===== src/rtl/stg_pkg.sv =====
`timescale 1ns/1ps
package stg_pkg;
  // Register count from the gate output to the drive pin of one channel.
  function automatic int unsigned tap_depth(input int unsigned ch, input int unsigned step);
    return 1 + ch * step;
  endfunction

  // Qualified value of the whole bank: blank conditions clear every bit.
  function automatic logic blank_any(input logic oe_n, input logic tsd, input logic uvlo);
    return oe_n | tsd | uvlo;
  endfunction
endpackage


===== src/rtl/stg_gate.sv =====
`timescale 1ns/1ps
module stg_gate #(
  parameter int unsigned NCH = 16
) (
  input  logic [NCH-1:0] latch_on,
  input  logic           oe_n,
  input  logic           tsd,
  input  logic           uvlo,
  output logic [NCH-1:0] gated
);
  import stg_pkg::*;

  logic kill;

  always_comb begin
    kill  = blank_any(oe_n, tsd, uvlo);
    gated = kill ? '0 : latch_on;
  end
endmodule


===== src/rtl/stg_delay_line.sv =====
`timescale 1ns/1ps
module stg_delay_line #(
  parameter int unsigned DEPTH = 1
) (
  input  logic clk,
  input  logic rst_n,
  input  logic din,
  output logic dout,
  output logic pre
);
  logic [DEPTH-1:0] sr;

  generate
    if (DEPTH == 1) begin : g_one
      always_ff @(posedge clk or negedge rst_n) begin
        if (!rst_n) sr <= '0;
        else        sr <= din;
      end
      assign pre = din;
    end else begin : g_multi
      always_ff @(posedge clk or negedge rst_n) begin
        if (!rst_n) sr <= '0;
        else        sr <= {sr[DEPTH-2:0], din};
      end
      assign pre = sr[DEPTH-2];
    end
  endgenerate

  assign dout = sr[DEPTH-1];
endmodule


===== src/rtl/chan_stagger_gate.sv =====
`timescale 1ns/1ps
module chan_stagger_gate #(
  parameter int unsigned NCH      = 16,
  parameter int unsigned STEP_CYC = 1
) (
  input  logic           clk,
  input  logic           rst_n,
  input  logic [NCH-1:0] latch_on,
  input  logic           oe_n,
  input  logic           tsd,
  input  logic           uvlo,
  output logic [NCH-1:0] drive
);
  import stg_pkg::*;

  // Named internal events, visible to the bound checker.
  logic [NCH-1:0] gated;    // qualified bits before any delay
  logic [NCH-1:0] pre_tap;  // value one register ahead of each drive bit

  stg_gate #(.NCH(NCH)) u_gate (
    .latch_on (latch_on),
    .oe_n     (oe_n),
    .tsd      (tsd),
    .uvlo     (uvlo),
    .gated    (gated)
  );

  generate
    for (genvar ch = 0; ch < NCH; ch++) begin : g_ch
      localparam int unsigned DEPTH = tap_depth(ch, STEP_CYC);
      stg_delay_line #(.DEPTH(DEPTH)) u_line (
        .clk   (clk),
        .rst_n (rst_n),
        .din   (gated[ch]),
        .dout  (drive[ch]),
        .pre   (pre_tap[ch])
      );
    end
  endgenerate
endmodule


===== config.mk =====
export PLATFORM = sky130hd
export DESIGN_NAME = chan_stagger_gate
export DESIGN_NICKNAME = d
export VERILOG_FILES = /design/src/rtl/stg_pkg.sv /design/src/rtl/stg_gate.sv /design/src/rtl/stg_delay_line.sv /design/src/rtl/chan_stagger_gate.sv
export SDC_FILE = /design/constraint.sdc
export NUM_CORES = 1
export LEC_CHECK = 0
export BUFFER_PORTS_ARGS = -buffer_cell sky130_fd_sc_hd__buf_4
export CORE_MARGIN = 2
export CORE_UTILIZATION = 51
export CTS_CLUSTER_SIZE = 10
export DETAILED_ROUTE_END_ITERATION = 8
export PLACE_DENSITY = 0.73
export SKIP_LAST_GASP = 1
export SLEW_MARGIN = 20
export SYNTH_ARGS = -nofsm -noshare
export SYNTH_HDL_FRONTEND = slang
export SYNTH_SLANG_ARGS = --single-unit

===== constraint.sdc =====
create_clock -name clk -period 0.8 [get_ports clk]
set_clock_uncertainty 0.1 [all_clocks]
set_input_delay 0.12 -clock clk [delete_from_list [all_inputs] [get_ports clk]]
set_output_delay 0.12 -clock clk [all_outputs]
set_load 0.005 [all_outputs]

==> results of run 1 <==
[flip-flops by register name, indices dropped and copies added, names as in the netlist]
name,count
g_ch.u_line.sr,135
g_ch.u_line.dout,1
[metal layers]
metal	part of all wire, %	track usage [%]	vias up
met1	40	14.8	780
met3	4.9	5.34	5
li1	-	-	651
met2	55	22.1	42
met5	0	0	-
met4	1.0	8.08	0
[cell families (layout without fill, tap and decap cells)]
logic type             Yosys count  count (layout)
DFF                            136             136
and+or+nand+nor                 16              16
buffers and inverters           22              88
[worst min-delay path by stage]
| stage | from | endpoint | slack [ns] | depth (start not counted) |
|---|---|---|---|---|
| 2_1_floorplan | rst_n | g_ch[0].u_line.dout | -0.28 | 0 |
| 3_3_place_gp | rst_n | g_ch[7].u_line.sr[7] | -0.01 | 2 |
| 3_5_place_dp | rst_n | g_ch[7].u_line.sr[7] | -0.008 | 2 |
| 4_1_cts | oe_n | g_ch[11].u_line.sr[0] | -0.17 | 2 |
| 5_1_grt | oe_n | g_ch[11].u_line.sr[0] | -0.15 | 2 |
| 6_report | oe_n | g_ch[11].u_line.sr[0] | -0.14 | 2 |
[timing repair]
| item | in CTS | in global routing |
|---|---|---|
| setup buffers | 0 | 0 |
| hold endpoints to repair | 152 | 16 |
| endpoints found under the setup margin | 16 | 16 |
| gates resized for setup | 16 | 0 |
[cell usage in the layout, fill, tap and decap left out, drive strengths merged]
master | netlist | final
dlygate4sd3 | 0 | 17
dfrtp | 136 | 136
bufinv | 0 | 4
buf | 22 | 40
nor4b | 16 | 16
clkinv | 0 | 2
clkbuf | 0 | 23
clkinvlp | 0 | 2
[metrics by stage]
step	hold slack, ns	util, %
2_1_floorplan	-0.276	-
4_1_cts	-0.167	67.7
3_3_place_gp	-0.0125	56.3
6_report	-0.138	67.7
5_1_grt	-0.146	67.7
3_5_place_dp	-0.00835	56.3
[where the power goes]
group | leakage (nW) | internal [mW] | total (mW) | switching (mW)
logic | 0.333 | 0.217 | 0.432 | 0.215
clock network | 0.288 | 5.20 | 7.76 | 2.57
registers | 1.87 | 7.06 | 7.11 | 0.0542
[cell type report]
type / count / area, um2 / share of cell area (%)
sequential: 136 / 3400 / 69.3
timing repair buffer: 57 / 572 / 11.6
multi-input combinational: 16 / 211 / 4.30
clock inverter: 8 / 145 / 2.95
tap: 99 / 124 / 2.52
clock buffer: 23 / 457 / 9.30
==> qor.txt, run 1 <==
Status -> complete, but fails checks
Failing checks -> negative hold slack, negative setup slack
Setup slack after placement -> -0.0454 ns
Area fraction of the dominant cell type after synthesis -> 89.4%
Synth Instances -> 174
Vias -> 1478
Critical Path Stages -> 1
FF+latch count, synth -> 136
DRC viols -> 0
Drt total wl -> 4740 um
Reg2Reg Depth -> 0
First-pass GRT wire length -> 7980 um
CTS tree -> yes
Worst-margin pin slew -> 0.291 ns
Post-synth cell types -> 9
Synth cell count leaders -> dfrtp_1, buf_4, nor4b_2
Clk root buf -> clkbuf_8
Worst Path Required -> 0.58 ns
Vias in the first global route -> 1652
Post-synthesis xor/xnor area fraction -> 0%
Top_reg_cell synth -> dfrtp_1
Synth-to-Final Area Change -> 29.1%
Crit. End Element -> output port
Relative slew slack -> 80.6%
IO Count -> 37
Syn Std Cell Area -> 0.00380 mm2
Worst setup margin -> -0.416 ns
Drt wl/cell -> 14.0 um
Arr. time, crit path -> 1.00 ns
R2r setup slk -> 0.20 ns
Layout cells sized above 1 -> 32.1%
CP top delay family -> flip-flops
Post-route clock period utilization -> 152%
Clock buffer depth -> 2
Syn avg cell area -> 21.9 um2
Seq/Total Area, Yosys -> 89.4%
Most frequent cell after synthesis -> dfrtp_1
Die area -> 0.00817 mm2
GRT Overall Usage -> 13.5%
Complex-gate fraction of the synthesized area -> 0%
Critical path's largest stage delay -> 0.38 ns
Worst r2r src -> g_ch[15].u_line.sr[6]
Slowest-stage cell, CP -> dfrtp_1
CP Cell Sequence -> buf_6
Worst-case hold slack -> -0.138 ns
Dpl hpwl -> 2340 um
Combinational family with the most area after synthesis -> simple AND/OR/NAND/NOR gates
Post-synth ARST share -> 100%
Post-Synth Simple-Gate Area -> 5.56%
IO Port Bufs -> 36
Yosys top cell by area -> dfrtp_1
Layout Cell Area excl Fill -> 0.00491 mm2
Layout Nets -> 249
Total negative slack -> -6.34 ns
Class of the worst hold path -> input port to flip-flop
Layout fillers -> 467
Worst Setup SP -> g_ch[1].u_line.sr[1]
Chip Width -> 90.4 um
GR Overflow Total -> 0
Clock sinks -> 136
Dpl cell area -> 0.00408 mm2
Lkg Pwr -> 2.49 nW
Adder-cell share of the synthesized area -> 0%
TritonRoute pass-1 iters -> 3
Fmax -> 0.822 GHz
Design Power -> 15.3 mW
Final RePlAce weighted congestion -> 0.609
Ant diodes -> 0
Initial antenna violation count -> 0
Worst setup endpoint -> drive[1]
Fin crit period -> 1.22 ns
Clock Latency Late Sink -> 0.50 ns
Final Hold Viols -> 16
Core area -> 0.00725 mm2
Non-Filler Instances -> 339
RSZ-0062 raised after global routing -> yes
DP Cell Count -> 291
Syn. warnings -> 0
Synth top area cells -> dfrtp_1, nor4b_2, buf_4, nor4b_1, nor4b_4
Startpoint types -> flip-flop
Via/cell ratio -> 4.36
Post-Syn Nets -> 195
Initial core utilization -> 52.5%
CP bufs+invs -> 1
Clock transition at path regs -> 0.06 ns
Pin count of the biggest net entering global routing -> 60
RR Endpoint -> g_ch[15].u_line.sr[7]
Hold_buf cts -> 17
Maxcap violations -> 0
Number of flops mapped to enable cells by yosys -> 0
Maximum VDD drop -> 1430 uV
Final setup fails -> 16
Core Rows -> 31
Final slew viol count -> 0
Mux contribution to synthesized area -> 0%
Detail Route Antenna Nets -> 0
Kind of critical path -> flip-flop to output port
Largest fanout on the critical path -> 1
DR iter-0 viols -> 54
Cell Pwr Density -> 3120 mW/mm2
CTS Buf Count -> 17
H-tree depth -> 4
Chip height -> 90.4 um
No activity file was read; power rests on OpenSTA's default activity.
==> run 2, diff against run 1 <==
--- a/config.mk
+++ b/config.mk
@@ -7,10 +7,11 @@
 export LEC_CHECK = 0
 export BUFFER_PORTS_ARGS = -buffer_cell sky130_fd_sc_hd__buf_4
 export CORE_MARGIN = 2
-export CORE_UTILIZATION = 51
+export CORE_UTILIZATION = 54
+export CTS_BUF_LIST = sky130_fd_sc_hd__clkbuf_8
 export CTS_CLUSTER_SIZE = 10
 export DETAILED_ROUTE_END_ITERATION = 8
-export PLACE_DENSITY = 0.73
+export PLACE_DENSITY = 0.77
 export SKIP_LAST_GASP = 1
 export SLEW_MARGIN = 20
 export SYNTH_ARGS = -nofsm -noshare
==> run 2 against run 1 <==
The flow still finishes with violations (negative hold slack, negative setup slack). Sequential share of layout area is 2.2 points higher. Non-clock buffer count is the same. First-iteration DRC count rose by 48%. Global-route usage up 0.69 points. Critical path depth did not move. Power down 13%. Via count up 0.14%. Worst setup slack improved by 0.076 ns. Fmax up 6.7%. Critical endpoint is now drive[0].
==> qor.txt, run 2 (synthesis results as in run 1) <==
Critical path's largest stage delay -> 0.39 ns (about the same)
Post-route clock period utilization -> 142% (-9.5 points)
Status -> complete, but fails checks
Drt wl/cell -> 12.9 um (-8.1%)
H-tree depth -> 4 (unchanged)
CP bufs+invs -> 1 (unchanged)
Max FFs per register -> 135 (unchanged)
Hold_buf cts -> 17 (unchanged)
Worst-case hold slack -> -0.0498 ns (+0.0886 ns)
Final Hold Viols -> 16 (unchanged)
CTS tree -> yes
Class of the worst hold path -> input port to flip-flop
Fin crit period -> 1.14 ns (-0.0761 ns)
CP Cell Sequence -> buf_6
Critical Path Stages -> 1 (unchanged)
GRT Overall Usage -> 14.2% (+0.69 points)
IO Count -> 37 (unchanged)
Ant diodes -> 0 (unchanged)
Most frequent cells in the layout -> dfrtp_1, buf_4, clkbuf_8, dlygate4sd3_1, buf_6
Failing checks -> negative hold slack, negative setup slack
Vias in the first global route -> 1581 (-4.3%)
Fmax -> 0.877 GHz (+6.7%)
Commonest non-fill, non-tap cell in the layout -> dfrtp_1
R2r setup slk -> 0.20 ns (about the same)
Maxcap violations -> 0 (unchanged)
Worst Path Required -> 0.58 ns (about the same)
Crit. End Element -> output port
WHS Path Cells -> 2 (unchanged)
Lkg Pwr -> 2.42 nW (-2.5%)
Clock buffer depth -> 2 (unchanged)
Clock Latency Late Sink -> 0.41 ns (-0.09 ns)
Chip Width -> 87.9 um (-2.7%)
Worst-margin pin slew -> 0.309 ns (+0.0178 ns)
Vias -> 1480 (+0.14%)
Pin count of the biggest net entering global routing -> 42 (-30%)
Detail Route Antenna Nets -> 0 (unchanged)
DR iter-0 viols -> 80 (+48%)
CP top delay family -> flip-flops
Hold wc startpoint -> oe_n
Via/cell ratio -> 4.39 (+0.73%)
Maximum VDD drop -> 1470 uV (+2.9%)
Chip height -> 87.9 um (-2.7%)
Synth-to-Final Area Change -> 25.1%
Biggest register -> g_ch.u_line.sr
TritonRoute pass-1 iters -> 4 (+1)
Drt total wl -> 4330 um (-8.6%)
Initial core utilization -> 56.0% (+3.5 points)
Core Rows -> 30 (-3.2%)
Clock transition at path regs -> 0.07 ns (about the same)
IO Port Bufs -> 36 (unchanged)
RR Endpoint -> g_ch[12].u_line.sr[7]
Cell Pwr Density -> 2800 mW/mm2 (-10%)
Dpl hpwl -> 2360 um (+1.0%)
Layout Nets -> 249 (unchanged)
Kind of critical path -> flip-flop to output port
GR Overflow Total -> 0 (unchanged)
Initial antenna violation count -> 0 (unchanged)
Arr. time, crit path -> 0.92 ns (-0.08 ns)
RSZ-0062 raised after global routing -> yes
Largest fanout on the critical path -> 1 (unchanged)
Reg2Reg Depth -> 0 (unchanged)
Hold endpoint -> g_ch[11].u_line.sr[0]
Clock sinks -> 136 (unchanged)
Core area -> 0.00679 mm2 (-6.3%)
Final setup fails -> 17 (+1)
Die area -> 0.00773 mm2 (-5.3%)
Worst r2r src -> g_ch[12].u_line.sr[6]
Slowest-stage cell, CP -> dfrtp_1
Final RePlAce weighted congestion -> 0.621 (+2.0%)
First-pass GRT wire length -> 7510 um (-6.0%)
Clk root buf -> clkbuf_8
Final slew viol count -> 0 (unchanged)
DRC viols -> 0 (unchanged)
Startpoint types -> flip-flop
Worst setup margin -> -0.340 ns (+0.0761 ns)
Design Power -> 13.3 mW (-13%)
Relative slew slack -> 79.1% (-1.5 points)
CTS Buf Count -> 17 (unchanged)
Layout cells sized above 1 -> 34.9% (+2.8 points)
-- run 2: changes by cell type in the layout (fill, tap and decap cells not counted) --
cell | previous run | this run
buf_12 | 3 | 4
buf_4 | 20 | 19
clkbuf_1 | 4 | 0
clkbuf_16 | 16 | 0
clkbuf_8 | 3 | 18
clkinv_2 | 2 | 7
inv_6 | 0 | 1
nor4b_1 | 6 | 4
nor4b_2 | 9 | 11
-- run 2: worst max-delay path by stage --
stage / endpoint / start / slack, ns
finish: drive[0] / g_ch[0].u_line.dout / -0.34
global route: drive[0] / g_ch[0].u_line.dout / -0.39
CTS: drive[0] / g_ch[0].u_line.dout / -0.37
detailed placement: g_ch[9].u_line.sr[0] / uvlo / -0.09
global placement: g_ch[10].u_line.sr[0] / uvlo / -0.01
floorplan: g_ch[0].u_line.dout / uvlo / 0.0007
-- run 2: stage by stage --
| stage | setup TNS [ns] | setup slack (ns) | instances | util, % | instance area [um2] |
|---|---|---|---|---|---|
| after floorplan | 0 | 0.000733 | 174 | - | 3810 |
| after global placement | -0.0345 | -0.0132 | 288 | 60.2 | 4090 |
| after detailed placement | -0.417 | -0.0857 | 288 | 60.2 | 4090 |
| after CTS | -5.62 | -0.367 | 337 | 69.9 | 4750 |
| after global routing | -6.07 | -0.395 | 337 | 70.0 | 4760 |
| final | -5.06 | -0.340 | 337 | 70.0 | 4760 |
-- run 2: layer usage --
layer  vias up  GRT usage (%)  part of all wire [%]
met2        53           20.6                    51
met4         0           5.87                  0.81
met1       768           16.5                    41
li1        655              -                     -
met3         4           9.80                   7.2
met5         -              0                     0
-- run 2: cell type report --
class | instances | area, um2
well taps | 96 | 120
repair buffers | 57 | 584
fillers | 417 | 2040
clock buffers | 18 | 248
multi-input cells | 16 | 224
flip-flops and latches | 136 | 3400
clock inverters | 14 | 179
-- run 2: repair_timing --
action | 4_1_cts | 5_1_grt
hold endpoints to repair | 152 | 26
resized for setup | 16 | 2
setup endpoints to repair | 16 | 18
setup buffers | 0 | 0
-- run 2: report_power, final --
part | internal, mW | switching (mW)
sequential | 7.05 | 0.0491
clock | 3.45 | 2.35
combinational | 0.225 | 0.221
==> run 3, diff against run 2 <==
--- a/config.mk
+++ b/config.mk
@@ -7,11 +7,11 @@
 export LEC_CHECK = 0
 export BUFFER_PORTS_ARGS = -buffer_cell sky130_fd_sc_hd__buf_4
 export CORE_MARGIN = 2
-export CORE_UTILIZATION = 54
+export CORE_UTILIZATION = 40
 export CTS_BUF_LIST = sky130_fd_sc_hd__clkbuf_8
 export CTS_CLUSTER_SIZE = 10
 export DETAILED_ROUTE_END_ITERATION = 8
-export PLACE_DENSITY = 0.77
+export SETUP_SLACK_MARGIN = 0.15
 export SKIP_LAST_GASP = 1
 export SLEW_MARGIN = 20
 export SYNTH_ARGS = -nofsm -noshare
==> run 3 against run 2 <==
The run still ends with negative hold slack, negative setup slack left. Sequential power is essentially flat. Power grew 7.8%. Non-clock buffer count shrank 15. Worst hold slack lost 0.085 ns. Critical path depth is the same. Sequential cell count is the same. Clock-buffer cell count grew 1. Sequential share of layout area grew 0.34 points. Routed wire length shrank 7.5%. First-iteration DRC count shrank 56%. Register-to-register slack is essentially flat.
==> qor.txt, run 3 (synthesis results as in run 1) <==
Status -> complete, but fails checks
Failing checks -> negative hold slack, negative setup slack
Die area -> 0.0103 mm2 (+33%)
Layout cells sized above 1 -> 36.7% (+1.9 points)
Layout fillers -> 752 (+80%)
Max FFs per register -> 135 (unchanged)
H-tree depth -> 4 (unchanged)
DRC viols -> 0 (unchanged)
IO Count -> 37 (unchanged)
Maximum VDD drop -> 1650 uV (+13%)
IO Port Bufs -> 36 (unchanged)
Worst-case hold slack -> -0.135 ns (-0.0848 ns)
Final slew viol count -> 0 (unchanged)
Highest metal used -> met4
Final setup fails -> 16 (-1)
TritonRoute pass-1 iters -> 3 (-1)
Clock transition at path regs -> 0.07 ns (about the same)
CP bufs+invs -> 1 (unchanged)
Worst Path Required -> 0.58 ns (about the same)
Most frequent cells in the layout -> dfrtp_1, buf_4, clkbuf_8, buf_6, nor4b_2
Met3 wire length -> 238 um (-23%)
Dpl hpwl -> 2290 um (-3.0%)
Vias in the first global route -> 1529 (-3.3%)
DR iter-0 viols -> 35 (-56%)
CTS tree -> yes
Ant diodes -> 0 (unchanged)
Final Hold Viols -> 16 (unchanged)
Met2 wire length -> 2010 um (-9.1%)
Layout Nets -> 234 (-6.0%)
Critical path's largest stage delay -> 0.38 ns (about the same)
CP top delay family -> flip-flops
Layout Cell Area excl Fill -> 0.00474 mm2 (-0.47%)
Crit. End Element -> output port
Chip height -> 102 um (+15%)
Chip Width -> 102 um (+15%)
Core area -> 0.00924 mm2 (+36%)
Kind of critical path -> flip-flop to output port
Relative slew slack -> 77.0% (-2.1 points)
CP Cell Sequence -> buf_6
Drt total wl -> 4010 um (-7.5%)
Synth-to-Final Area Change -> 24.5%
Core Rows -> 35 (+17%)
Worst setup margin -> -0.326 ns (+0.0134 ns)
M1 WL -> 1670 um (-6.1%)
Lkg Pwr -> 2.40 nW (-1.1%)
Fin crit period -> 1.13 ns (-0.0134 ns)
RSZ-0062 raised after global routing -> yes
Initial core utilization -> 41.2% (-15 points)
Detail Route Antenna Nets -> 0 (unchanged)
Slowest-stage cell, CP -> dfrtp_1
GR Overflow Total -> 0 (unchanged)
Biggest register -> g_ch.u_line.sr
Drt wl/cell -> 11.3 um (-12%)
Final RePlAce weighted congestion -> 0.633 (+1.8%)
Hold_buf cts -> 1 (-16)
Largest fanout on the critical path -> 1 (unchanged)
Arr. time, crit path -> 0.91 ns (about the same)
Cell Pwr Density -> 3040 mW/mm2 (+8.3%)
Clk root buf -> clkbuf_8
Maxcap violations -> 0 (unchanged)
Initial antenna violation count -> 0 (unchanged)
GRT Overall Usage -> 9.91% (-4.3 points)
R2r setup slk -> 0.21 ns (about the same)
CTS Buf Count -> 17 (unchanged)
Post-route clock period utilization -> 141% (-1.7 points)
Via/cell ratio -> 3.97 (-9.7%)
Vias -> 1408 (-4.9%)
Fmax -> 0.888 GHz (+1.2%)
Clock sinks -> 136 (unchanged)
Startpoint types -> flip-flop
Commonest non-fill, non-tap cell in the layout -> dfrtp_1
Worst-margin pin slew -> 0.340 ns (+0.0309 ns)
Pin count of the biggest net entering global routing -> 36 (-14%)
Clock Latency Late Sink -> 0.41 ns (about the same)
Dpl cell area -> 0.00414 mm2 (+1.2%)
First-pass GRT wire length -> 7320 um (-2.5%)
Clock buffer depth -> 2 (unchanged)
Class of the worst hold path -> input port to flip-flop
run 3: cell types whose count changed in the layout (fill, tap and decap cells not counted), sizes merged:
| cell | delta |
|---|---|
| dlygate4sd3 | -16 |
| clkinv | -4 |
| bufinv | +3 |
| buf | +1 |
| clkbuf | +1 |
| clkinvlp | +1 |
| inv | -1 |
run 3: area by class of cell:
class	count	area [um2]	share of cell area, %
repair buffers	42	450	9.51
clock inverters	13	248	5.23
clock buffers	19	262	5.52
flip-flops and latches	136	3400	71.9
multi-input cells	16	211	4.46
well taps	129	161	3.41
run 3: path summary, 6_finish.rpt:
| kind | start | end | cells past startpoint |
|---|---|---|---|
| worst min register to register | g_ch[14].u_line.sr[9] | g_ch[14].u_line.sr[10] | 0 |
| worst max-delay path | g_ch[1].u_line.sr[1] | drive[1] | 1 |
| min in group asynchronous | rst_n | g_ch[8].u_line.sr[8] | 2 |
| max in group asynchronous | rst_n | g_ch[12].u_line.sr[6] | 3 |
| worst min-delay path | latch_on[11] | g_ch[11].u_line.sr[0] | 2 |
| worst max register to register | g_ch[4].u_line.sr[0] | g_ch[4].u_line.sr[1] | 0 |
run 3: layer usage:
layer	global-route usage, %	vias up
li1	-	623
met3	5.11	9
met1	11.8	734
met5	0	-
met2	13.8	42
met4	7.17	0
run 3: what timing repair did:
action	4_1_cts	5_1_grt
endpoints found under the hold margin	152	16
setup buffers	0	0
endpoints found under the setup margin	16	84
gates resized for setup	16	3
gates cloned	0	0
pin swaps	0	0
run 3: where the power goes:
part	switching, mW	internal [mW]	total, mW	leakage (nW)
Combinational	0.207	0.185	0.392	0.284
Sequential	0.0461	7.05	7.09	1.87
Clock	2.41	4.49	6.90	0.248
Total	2.66	11.7	14.4	2.40
run 3: stage by stage:
| stage | setup TNS [ns] | instances | utilization (%) | worst slack, ns | power (mW) |
|---|---|---|---|---|---|
| 3_3_place_gp | -0.0273 | 322 | 44.8 | -0.00710 | 7.58 |
| 3_5_place_dp | -0.419 | 322 | 44.8 | -0.0958 | 7.60 |
| 4_1_cts | -5.70 | 355 | 51.0 | -0.370 | 14.6 |
| 6_report | -5.08 | 355 | 51.3 | -0.326 | 14.4 |
| 2_1_floorplan | 0 | 174 | - | 0.00113 | 7.37 |
| 5_1_grt | -6.00 | 355 | 51.3 | -0.395 | 15.0 |
